## src/rtl/s2mm_pkg.sv

```systemverilog
// Package: shared register offsets and bit positions for the stream-to-memory
// write channel. Assumes byte addressing on the register port.
package s2mm_pkg;
    localparam logic [7:0] OFS_CTRL = 8'h30;
    localparam logic [7:0] OFS_STAT = 8'h34;
    localparam logic [7:0] OFS_DEST = 8'h48;
    localparam logic [7:0] OFS_LEN  = 8'h58;

    localparam int CTRL_RUN    = 0;
    localparam int CTRL_IE_CPL = 12;
    localparam int CTRL_IE_DLY = 13;
    localparam int CTRL_IE_ERR = 14;
    localparam logic [31:0] CTRL_KEEP = 32'h00FF_7001;

    localparam int STAT_HALT = 0;
    localparam int STAT_IDLE = 1;
    localparam int STAT_REJ  = 4;
    localparam int STAT_CPL  = 12;
endpackage

```

## src/rtl/s2mm_regfile.sv

```systemverilog
// Module: register port and software-visible state.
// Decodes the lite-style register port, holds control/destination/length,
// launches transfers on a length write and keeps the sticky flags.
// Assumes write address and write data are presented together.
module s2mm_regfile
    import s2mm_pkg::*;
#(
    parameter int REG_AW = 8,
    parameter int MEM_AW = 32,
    parameter int LEN_W  = 16,
    parameter int BEAT_BYTES = 4
) (
    input  logic              clk,
    input  logic              rst_n,
    input  logic              awvalid,
    output logic              awready,
    input  logic [REG_AW-1:0] awaddr,
    input  logic              wvalid,
    output logic              wready,
    input  logic [31:0]       wdata,
    output logic              bvalid,
    input  logic              bready,
    input  logic              arvalid,
    output logic              arready,
    input  logic [REG_AW-1:0] araddr,
    output logic              rvalid,
    input  logic              rready,
    output logic [31:0]       rdata,
    input  logic              eng_busy,
    input  logic              eng_done,
    input  logic [LEN_W-1:0]  eng_bytes,
    output logic              start,
    output logic [MEM_AW-1:0] start_dest,
    output logic [LEN_W-1:0]  start_len,
    output logic              irq
);
    localparam logic [MEM_AW-1:0] ALIGN_MASK = ~MEM_AW'(BEAT_BYTES - 1);

    logic [31:0]       ctrl_q;
    logic [MEM_AW-1:0] dest_q;
    logic [LEN_W-1:0]  len_q;
    logic              cpl_q, rej_q;
    logic              bvalid_q, rvalid_q;
    logic [31:0]       rdata_q;
    logic              wr_fire, rd_fire, len_wr, reject;
    logic [31:0]       stat_v, rd_val;

    // handshake qualifiers for both directions
    assign wr_fire = awvalid && wvalid && !bvalid_q;
    assign rd_fire = arvalid && !rvalid_q;
    assign awready = !bvalid_q;
    assign wready  = !bvalid_q;
    assign arready = !rvalid_q;
    assign bvalid  = bvalid_q;
    assign rvalid  = rvalid_q;
    assign rdata   = rdata_q;

    // transfer launch decision on a length write
    assign len_wr     = wr_fire && (awaddr == REG_AW'(OFS_LEN));
    assign start      = len_wr && ctrl_q[CTRL_RUN] && !eng_busy && (wdata[LEN_W-1:0] != '0);
    assign reject     = len_wr && !start;
    assign start_dest = dest_q;
    assign start_len  = wdata[LEN_W-1:0];
    assign irq        = cpl_q && ctrl_q[CTRL_IE_CPL];

    // status word assembly
    always_comb begin
        stat_v = '0;
        stat_v[STAT_HALT] = !ctrl_q[CTRL_RUN] && !eng_busy;
        stat_v[STAT_IDLE] = ctrl_q[CTRL_RUN] && !eng_busy;
        stat_v[STAT_REJ]  = rej_q;
        stat_v[STAT_CPL]  = cpl_q;
    end

    // read data selection
    always_comb begin
        rd_val = '0;
        if (araddr == REG_AW'(OFS_CTRL))      rd_val = ctrl_q;
        else if (araddr == REG_AW'(OFS_STAT)) rd_val = stat_v;
        else if (araddr == REG_AW'(OFS_DEST)) rd_val = 32'(dest_q);
        else if (araddr == REG_AW'(OFS_LEN))  rd_val = 32'(len_q);
    end

    // configuration registers
    always_ff @(posedge clk) begin
        if (!rst_n) begin
            ctrl_q <= '0;
            dest_q <= '0;
            len_q  <= '0;
        end else begin
            if (wr_fire && awaddr == REG_AW'(OFS_CTRL)) ctrl_q <= wdata & CTRL_KEEP;
            if (wr_fire && awaddr == REG_AW'(OFS_DEST)) dest_q <= wdata[MEM_AW-1:0] & ALIGN_MASK;
            if (start)         len_q <= start_len;
            else if (eng_done) len_q <= eng_bytes;
        end
    end

    // sticky completion and rejection flags, set wins over clear
    always_ff @(posedge clk) begin
        if (!rst_n) begin
            cpl_q <= 1'b0;
            rej_q <= 1'b0;
        end else begin
            if (eng_done) cpl_q <= 1'b1;
            else if (wr_fire && awaddr == REG_AW'(OFS_STAT) && wdata[STAT_CPL]) cpl_q <= 1'b0;
            if (reject) rej_q <= 1'b1;
            else if (wr_fire && awaddr == REG_AW'(OFS_STAT) && wdata[STAT_REJ]) rej_q <= 1'b0;
        end
    end

    // response channels
    always_ff @(posedge clk) begin
        if (!rst_n) begin
            bvalid_q <= 1'b0;
            rvalid_q <= 1'b0;
            rdata_q  <= '0;
        end else begin
            if (wr_fire)     bvalid_q <= 1'b1;
            else if (bready) bvalid_q <= 1'b0;
            if (rd_fire) begin
                rvalid_q <= 1'b1;
                rdata_q  <= rd_val;
            end else if (rready) begin
                rvalid_q <= 1'b0;
            end
        end
    end

    AST_CPL_ON_DONE: assert property (@(posedge clk) disable iff (!rst_n) eng_done |=> cpl_q);
    AST_REJ_SET: assert property (@(posedge clk) disable iff (!rst_n) (len_wr && eng_busy) |=> rej_q);
    AST_LEN_REPORT: assert property (@(posedge clk) disable iff (!rst_n) eng_done |=> (len_q == $past(eng_bytes)));
endmodule

```

## src/rtl/s2mm_xfer_engine.sv

```systemverilog
// Module: transfer engine.
// Accepts stream beats while a transfer is active, writes each one to memory
// in the same cycle, advances the address and ends on TLAST or byte count.
// Assumes memory never stalls and lengths stay a beat below the counter top.
module s2mm_xfer_engine #(
    parameter int DATA_W = 32,
    parameter int MEM_AW = 32,
    parameter int LEN_W  = 16
) (
    input  logic              clk,
    input  logic              rst_n,
    input  logic              start,
    input  logic [MEM_AW-1:0] start_dest,
    input  logic [LEN_W-1:0]  start_len,
    input  logic              s_tvalid,
    output logic              s_tready,
    input  logic [DATA_W-1:0] s_tdata,
    input  logic              s_tlast,
    output logic              mem_we,
    output logic [MEM_AW-1:0] mem_addr,
    output logic [DATA_W-1:0] mem_wdata,
    output logic              busy,
    output logic              done,
    output logic [LEN_W-1:0]  done_bytes
);
    localparam int BEAT_BYTES = DATA_W / 8;

    logic              busy_q;
    logic [MEM_AW-1:0] addr_q;
    logic [LEN_W:0]    len_q, cnt_q, cnt_nxt;
    logic              beat, fin;

    // beat acceptance and end-of-transfer detection
    assign beat       = s_tvalid && busy_q;
    assign cnt_nxt    = cnt_q + (LEN_W+1)'(BEAT_BYTES);
    assign fin        = beat && (s_tlast || cnt_nxt >= len_q);
    assign s_tready   = busy_q;
    assign busy       = busy_q;
    assign done       = fin;
    assign done_bytes = cnt_nxt[LEN_W-1:0];
    assign mem_we     = beat;
    assign mem_addr   = addr_q;
    assign mem_wdata  = s_tdata;

    // transfer state: active flag, address and byte count
    always_ff @(posedge clk) begin
        if (!rst_n) begin
            busy_q <= 1'b0;
            addr_q <= '0;
            len_q  <= '0;
            cnt_q  <= '0;
        end else if (start) begin
            busy_q <= 1'b1;
            addr_q <= start_dest;
            len_q  <= {1'b0, start_len};
            cnt_q  <= '0;
        end else if (beat) begin
            addr_q <= addr_q + MEM_AW'(BEAT_BYTES);
            cnt_q  <= cnt_nxt;
            if (fin) busy_q <= 1'b0;
        end
    end

    AST_START_IDLE: assert property (@(posedge clk) disable iff (!rst_n) start |-> !busy_q);
    AST_READY_AFTER_START: assert property (@(posedge clk) disable iff (!rst_n) start |=> s_tready);
    AST_DONE_DROPS_READY: assert property (@(posedge clk) disable iff (!rst_n) done |=> !s_tready);
    AST_CNT_BELOW_LEN: assert property (@(posedge clk) disable iff (!rst_n) busy_q |-> (cnt_q < len_q));
    AST_ADDR_STEP: assert property (@(posedge clk) disable iff (!rst_n)
        (beat && $past(beat) && !$past(fin)) |-> (mem_addr == $past(mem_addr) + MEM_AW'(BEAT_BYTES)));
endmodule

```

## src/rtl/s2mm_dma_channel.sv

```systemverilog
// Module: stream-to-memory DMA write channel, top level.
// Joins the register block and the transfer engine. Assumes a byte-addressed
// register window of at least 8 address bits and MEM_AW no wider than 32.
module s2mm_dma_channel #(
    parameter int REG_AW = 8,
    parameter int DATA_W = 32,
    parameter int MEM_AW = 32,
    parameter int LEN_W  = 16
) (
    input  logic              clk,
    input  logic              rst_n,
    input  logic              reg_awvalid,
    output logic              reg_awready,
    input  logic [REG_AW-1:0] reg_awaddr,
    input  logic              reg_wvalid,
    output logic              reg_wready,
    input  logic [31:0]       reg_wdata,
    output logic              reg_bvalid,
    input  logic              reg_bready,
    input  logic              reg_arvalid,
    output logic              reg_arready,
    input  logic [REG_AW-1:0] reg_araddr,
    output logic              reg_rvalid,
    input  logic              reg_rready,
    output logic [31:0]       reg_rdata,
    input  logic              s_tvalid,
    output logic              s_tready,
    input  logic [DATA_W-1:0] s_tdata,
    input  logic              s_tlast,
    output logic              mem_we,
    output logic [MEM_AW-1:0] mem_addr,
    output logic [DATA_W-1:0] mem_wdata,
    output logic              irq
);
    localparam int BEAT_BYTES = DATA_W / 8;

    logic              start, eng_busy, eng_done;
    logic [MEM_AW-1:0] start_dest;
    logic [LEN_W-1:0]  start_len, eng_bytes;

    s2mm_regfile #(
        .REG_AW(REG_AW), .MEM_AW(MEM_AW), .LEN_W(LEN_W), .BEAT_BYTES(BEAT_BYTES)
    ) u_regs (
        .clk(clk), .rst_n(rst_n),
        .awvalid(reg_awvalid), .awready(reg_awready), .awaddr(reg_awaddr),
        .wvalid(reg_wvalid), .wready(reg_wready), .wdata(reg_wdata),
        .bvalid(reg_bvalid), .bready(reg_bready),
        .arvalid(reg_arvalid), .arready(reg_arready), .araddr(reg_araddr),
        .rvalid(reg_rvalid), .rready(reg_rready), .rdata(reg_rdata),
        .eng_busy(eng_busy), .eng_done(eng_done), .eng_bytes(eng_bytes),
        .start(start), .start_dest(start_dest), .start_len(start_len),
        .irq(irq)
    );

    s2mm_xfer_engine #(
        .DATA_W(DATA_W), .MEM_AW(MEM_AW), .LEN_W(LEN_W)
    ) u_engine (
        .clk(clk), .rst_n(rst_n),
        .start(start), .start_dest(start_dest), .start_len(start_len),
        .s_tvalid(s_tvalid), .s_tready(s_tready), .s_tdata(s_tdata), .s_tlast(s_tlast),
        .mem_we(mem_we), .mem_addr(mem_addr), .mem_wdata(mem_wdata),
        .busy(eng_busy), .done(eng_done), .done_bytes(eng_bytes)
    );

    AST_READY_NEEDS_START: assert property (@(posedge clk) disable iff (!rst_n) $rose(s_tready) |-> $past(start));
    AST_NO_WRITE_IDLE: assert property (@(posedge clk) disable iff (!rst_n) mem_we |-> s_tready);
endmodule

```

## config.mk

```make
export PLATFORM = sky130hd
export DESIGN_NAME = s2mm_dma_channel
export DESIGN_NICKNAME = d
export VERILOG_FILES = /design/src/rtl/s2mm_pkg.sv /design/src/rtl/s2mm_regfile.sv /design/src/rtl/s2mm_xfer_engine.sv /design/src/rtl/s2mm_dma_channel.sv
export SDC_FILE = /design/constraint.sdc
export NUM_CORES = 1
export LEC_CHECK = 0
export ABC_AREA = 1
export BUFFER_PORTS_ARGS = -buffer_cell sky130_fd_sc_hd__buf_2
export CAP_MARGIN = 20
export CELL_PAD_IN_SITES_DETAIL_PLACEMENT = 1
export CELL_PAD_IN_SITES_GLOBAL_PLACEMENT = 1
export CORE_MARGIN = 2
export CORE_UTILIZATION = 40
export CTS_CLUSTER_SIZE = 20
export DETAILED_ROUTE_END_ITERATION = 10
export PLACE_DENSITY_LB_ADDON = 0.1
export RECOVER_POWER = 100
export SLEW_MARGIN = 25
export SYNTH_ARGS = -nofsm -noshare
export SYNTH_HDL_FRONTEND = slang
export SYNTH_HIERARCHICAL = 1
export SYNTH_SLANG_ARGS = --single-unit
```

## constraint.sdc

```tcl
create_clock -name clk -period 8.7 [get_ports clk]
set_input_delay 0.435 -clock clk [delete_from_list [all_inputs] [get_ports clk]]
set_output_delay 0.435 -clock clk [all_outputs]
set_load 0.05 [all_outputs]
```

==> reports/qor.txt <==
fin crit share -> 0.6279
core area -> 21020 um2
status -> finished, violations left
failing checks -> max-capacitance violations, max-slew violations
Crit-path slowest cell -> nor2_1
Async SR Flop Fraction -> 0
cell area after layout -> 9291 um2
final core occ -> 0.4420
CTS Hold Buffers Added -> 0
first-pass GRT wire length -> 41750 um
gpl congestion -> 0.8512
Net count, final -> 1351
crit-path leading delay family -> simple AND/OR/NAND/NOR gates
die height -> 150.4 um
clock slew at reported path FFs -> 0.06 ns
worst path cell trace -> nor2_1, nand3_2, nor2_1, nand3_1, inv_1, inv_1, clkbuf_1, o21ai_0, a21oi_1
DRC viols -> 0
Clock Tree Buf Depth -> 2
worst path bufs/invs -> 3
width of the die -> 150.4 um
CP Launch Type -> register
via count of the first global-routing pass -> 7543
Placed Cells -> 1502
Worst path depth -> 9
CTS tree -> yes
Setup WS pre-CTS -> 4.798 ns
CTS buffer count -> 17
H-tree depth -> 4
crit end category -> register
total track usage -> 0.2359
Netlist cell types -> 45
num ports -> 193
worst path required time -> 8.93 ns
CP Class -> register to register
Final Hold Vio Count -> 0
CTS root buf -> clkbuf_16
initial cell density of the core -> 0.4078
Reg area -> 3163 um2
antenna-violating nets left -> 0
reg2reg start -> u_regs/bvalid
via count -> 7872
post-synth top area cell -> dfxtp_1
Multi-input gate area -> 4121 um2
Hold Crit Class -> primary input to register
count leader, synth -> nand2_1
WP data arrival -> 5.70 ns
Pleak -> 3.737 nW
number of DRC markers in iteration 0 -> 377
pin count of the biggest net entering global routing -> 62
grt total ovfl -> 0
setup TNS -> 0 ns
Post CTS Setup Buffer Count -> 0
Cell Pwr Density -> 176.2 nW/um2
quantity of gates resized following cts -> 0
Slew HR -> -0.6462
initial antenna violation count -> 0
Largest stage delay, worst path -> 1.21 ns
DP HPWL -> 19360 um
Synth Area per Inst -> 7.073 um2
Filler Cells Inserted -> 2774
Num Clock Sinks -> 158
top cells by area, synth -> dfxtp_1, nand2_1, buf_4
YS warnings -> 6
DR WL/cell -> 17.30 um
Synth top area share -> 0.3690
Cells on Worst Hold Path -> 3
Skew-Pair Late Insertion Delay -> 0.43 ns
ys flop type -> dfxtp_1
final worst path period need -> 5.463 ns
synthesis-to-finish area growth -> 8.393%
R2R cell count -> 9
fmax -> 183.0 MHz
post-route setup slack -> 3.237 ns
max cap viols -> 4
FF+latch count, synth -> 158
worst-margin pin slew -> 2.469 ns
detailed-route wire length -> 26510 um
Placed Area -> 8833 um2
TritonRoute pass-1 iters -> 5
Antenna Cells -> 0
Worst R2R Setup Slack -> 3.24 ns
Post-synth top cells -> nand2_1, dfxtp_1, nor2_1
share of layout cells above drive strength 1 -> 0.1122
register area share after synthesis -> 0.3690
crit-path max FO -> 50
Max Slew Vio Count -> 170
cell count after synthesis -> 1212
post-synthesis cell area -> 8572 um2
cell row count -> 53
RSZ-0062 raised after global routing -> false
maximum VDD drop -> 0.1176 mV
EDFF count, synth -> 0
reg-to-reg endpoint -> u_engine/mem_addr[5]
Via density -> 5.138
Hold Path Sink -> u_regs/start_dest[30]
die area -> 22620 um2
Setup Skew -> 0.008590 ns
PortBufs -> 128
HP Start -> reg_wdata[30]
final std cells w/o fill -> 1532
Final Setup Violations -> 0
==> worst min-delay path, stage by stage <==
cell and delay, ns:
buf_2 0.07, o21ai_0 0.08, nor2_1 0.08
==> sequential cells by signal (all words and copies together) (netlist names) <==
name	flops
u_engine/busy	1
u_engine/cnt_q	15
u_engine/len_q	16
u_engine/mem_addr	32
u_regs/bvalid	1
u_regs/cpl_q	1
u_regs/ctrl_q	12
u_regs/len_q	16
u_regs/rdata	32
u_regs/rej_q	1
u_regs/rvalid	1
u_regs/start_dest	30
==> layer usage <==
layer | part of all wire | global-route usage
met3 | 0.042 | 0.03394
met2 | 0.44 | 0.3684
met4 | 0.010 | 0.05472
met1 | 0.50 | 0.3430
met5 | 0 | 0
==> logic make-up after synthesis <==
kind of cell    Yosys count  synth area share
compound gates          213            0.1343
xor+xnor                 32           0.03270
fa+ha+maj                16           0.02335
buf+inv                 240            0.1438
flops                   158            0.3690
other cells               2         0.0008761
simple gates            551            0.2960
==> where the power goes <==
part | switching, mW | total (mW) | internal [mW]
Clock | 0.310 | 0.825 | 0.515
Sequential | 0.00188 | 0.728 | 0.727
Combinational | 0.0627 | 0.0842 | 0.0214
Total | 0.374 | 1.64 | 1.26
==> worst max path at each step <==
stage                           endpoint  slack, ns               from
floorplan               u_regs/len_q[12]       5.54  u_engine/cnt_q[2]
global placement         u_regs/len_q[0]       4.90  u_engine/cnt_q[3]
detailed placement      u_regs/len_q[13]       4.80  u_engine/cnt_q[3]
CTS                      u_regs/len_q[3]       4.68  u_engine/cnt_q[3]
global route        u_engine/mem_addr[5]       2.69      u_regs/bvalid
finish              u_engine/mem_addr[5]       3.24      u_regs/bvalid
==> cells in the final DEF, fill, tap and decap left out, types with 2 or more instances in the layout <==
| master | Yosys | routed |
|---|---|---|
| o211ai_1 | 2 | 2 |
| buf_4 | 73 | 2 |
| clkinv_2 | 1 | 2 |
| nor3_1 | 23 | 24 |
| clkinv_1 | 2 | 2 |
| clkbuf_16 | 0 | 17 |
| a21oi_1 | 97 | 103 |
| a31oi_1 | 12 | 12 |
| conb_1 | 2 | 4 |
| inv_1 | 108 | 109 |
| o21a_1 | 2 | 2 |
| bufinv_16 | 0 | 5 |
| nand4_1 | 26 | 26 |
| dfxtp_1 | 158 | 158 |
| xor2_1 | 26 | 26 |
| nand3_1 | 73 | 74 |
| xnor2_1 | 6 | 6 |
| nand2_1 | 242 | 242 |
| nor2_2 | 7 | 7 |
| nor2_4 | 5 | 4 |
| nand2_2 | 18 | 18 |
| buf_2 | 10 | 56 |
| a21oi_2 | 10 | 4 |
| inv_2 | 6 | 5 |
| o21ai_0 | 82 | 82 |
| clkinvlp_4 | 0 | 2 |
| nor2_1 | 126 | 128 |
| clkbuf_1 | 35 | 80 |
| nand3_2 | 7 | 7 |
| nand3b_1 | 3 | 3 |
| nor3_2 | 4 | 3 |
| a211oi_1 | 4 | 4 |
| nor4_1 | 8 | 8 |
| a22o_1 | 2 | 2 |
| ha_1 | 16 | 16 |
==> layout make-up <==
cell class	instances	share of cell area
multi-input combinational	816	0.4436
sequential	158	0.3404
timing repair buffer	136	0.06329
clock buffer	20	0.04807
inverter	117	0.04740
tap	275	0.03703
clock inverter	10	0.02020
==> stage by stage <==
step | hold WS, ns | total power, mW
CTS | 0.2583 | 1.655
finish | 0.2789 | 1.637
floorplan | 0.4330 | 0.8437
global route | 0.2912 | 1.688
detailed placement | 0.4556 | 0.8313
global placement | 0.4530 | 0.8307
Power figures use the tool's default switching activity.
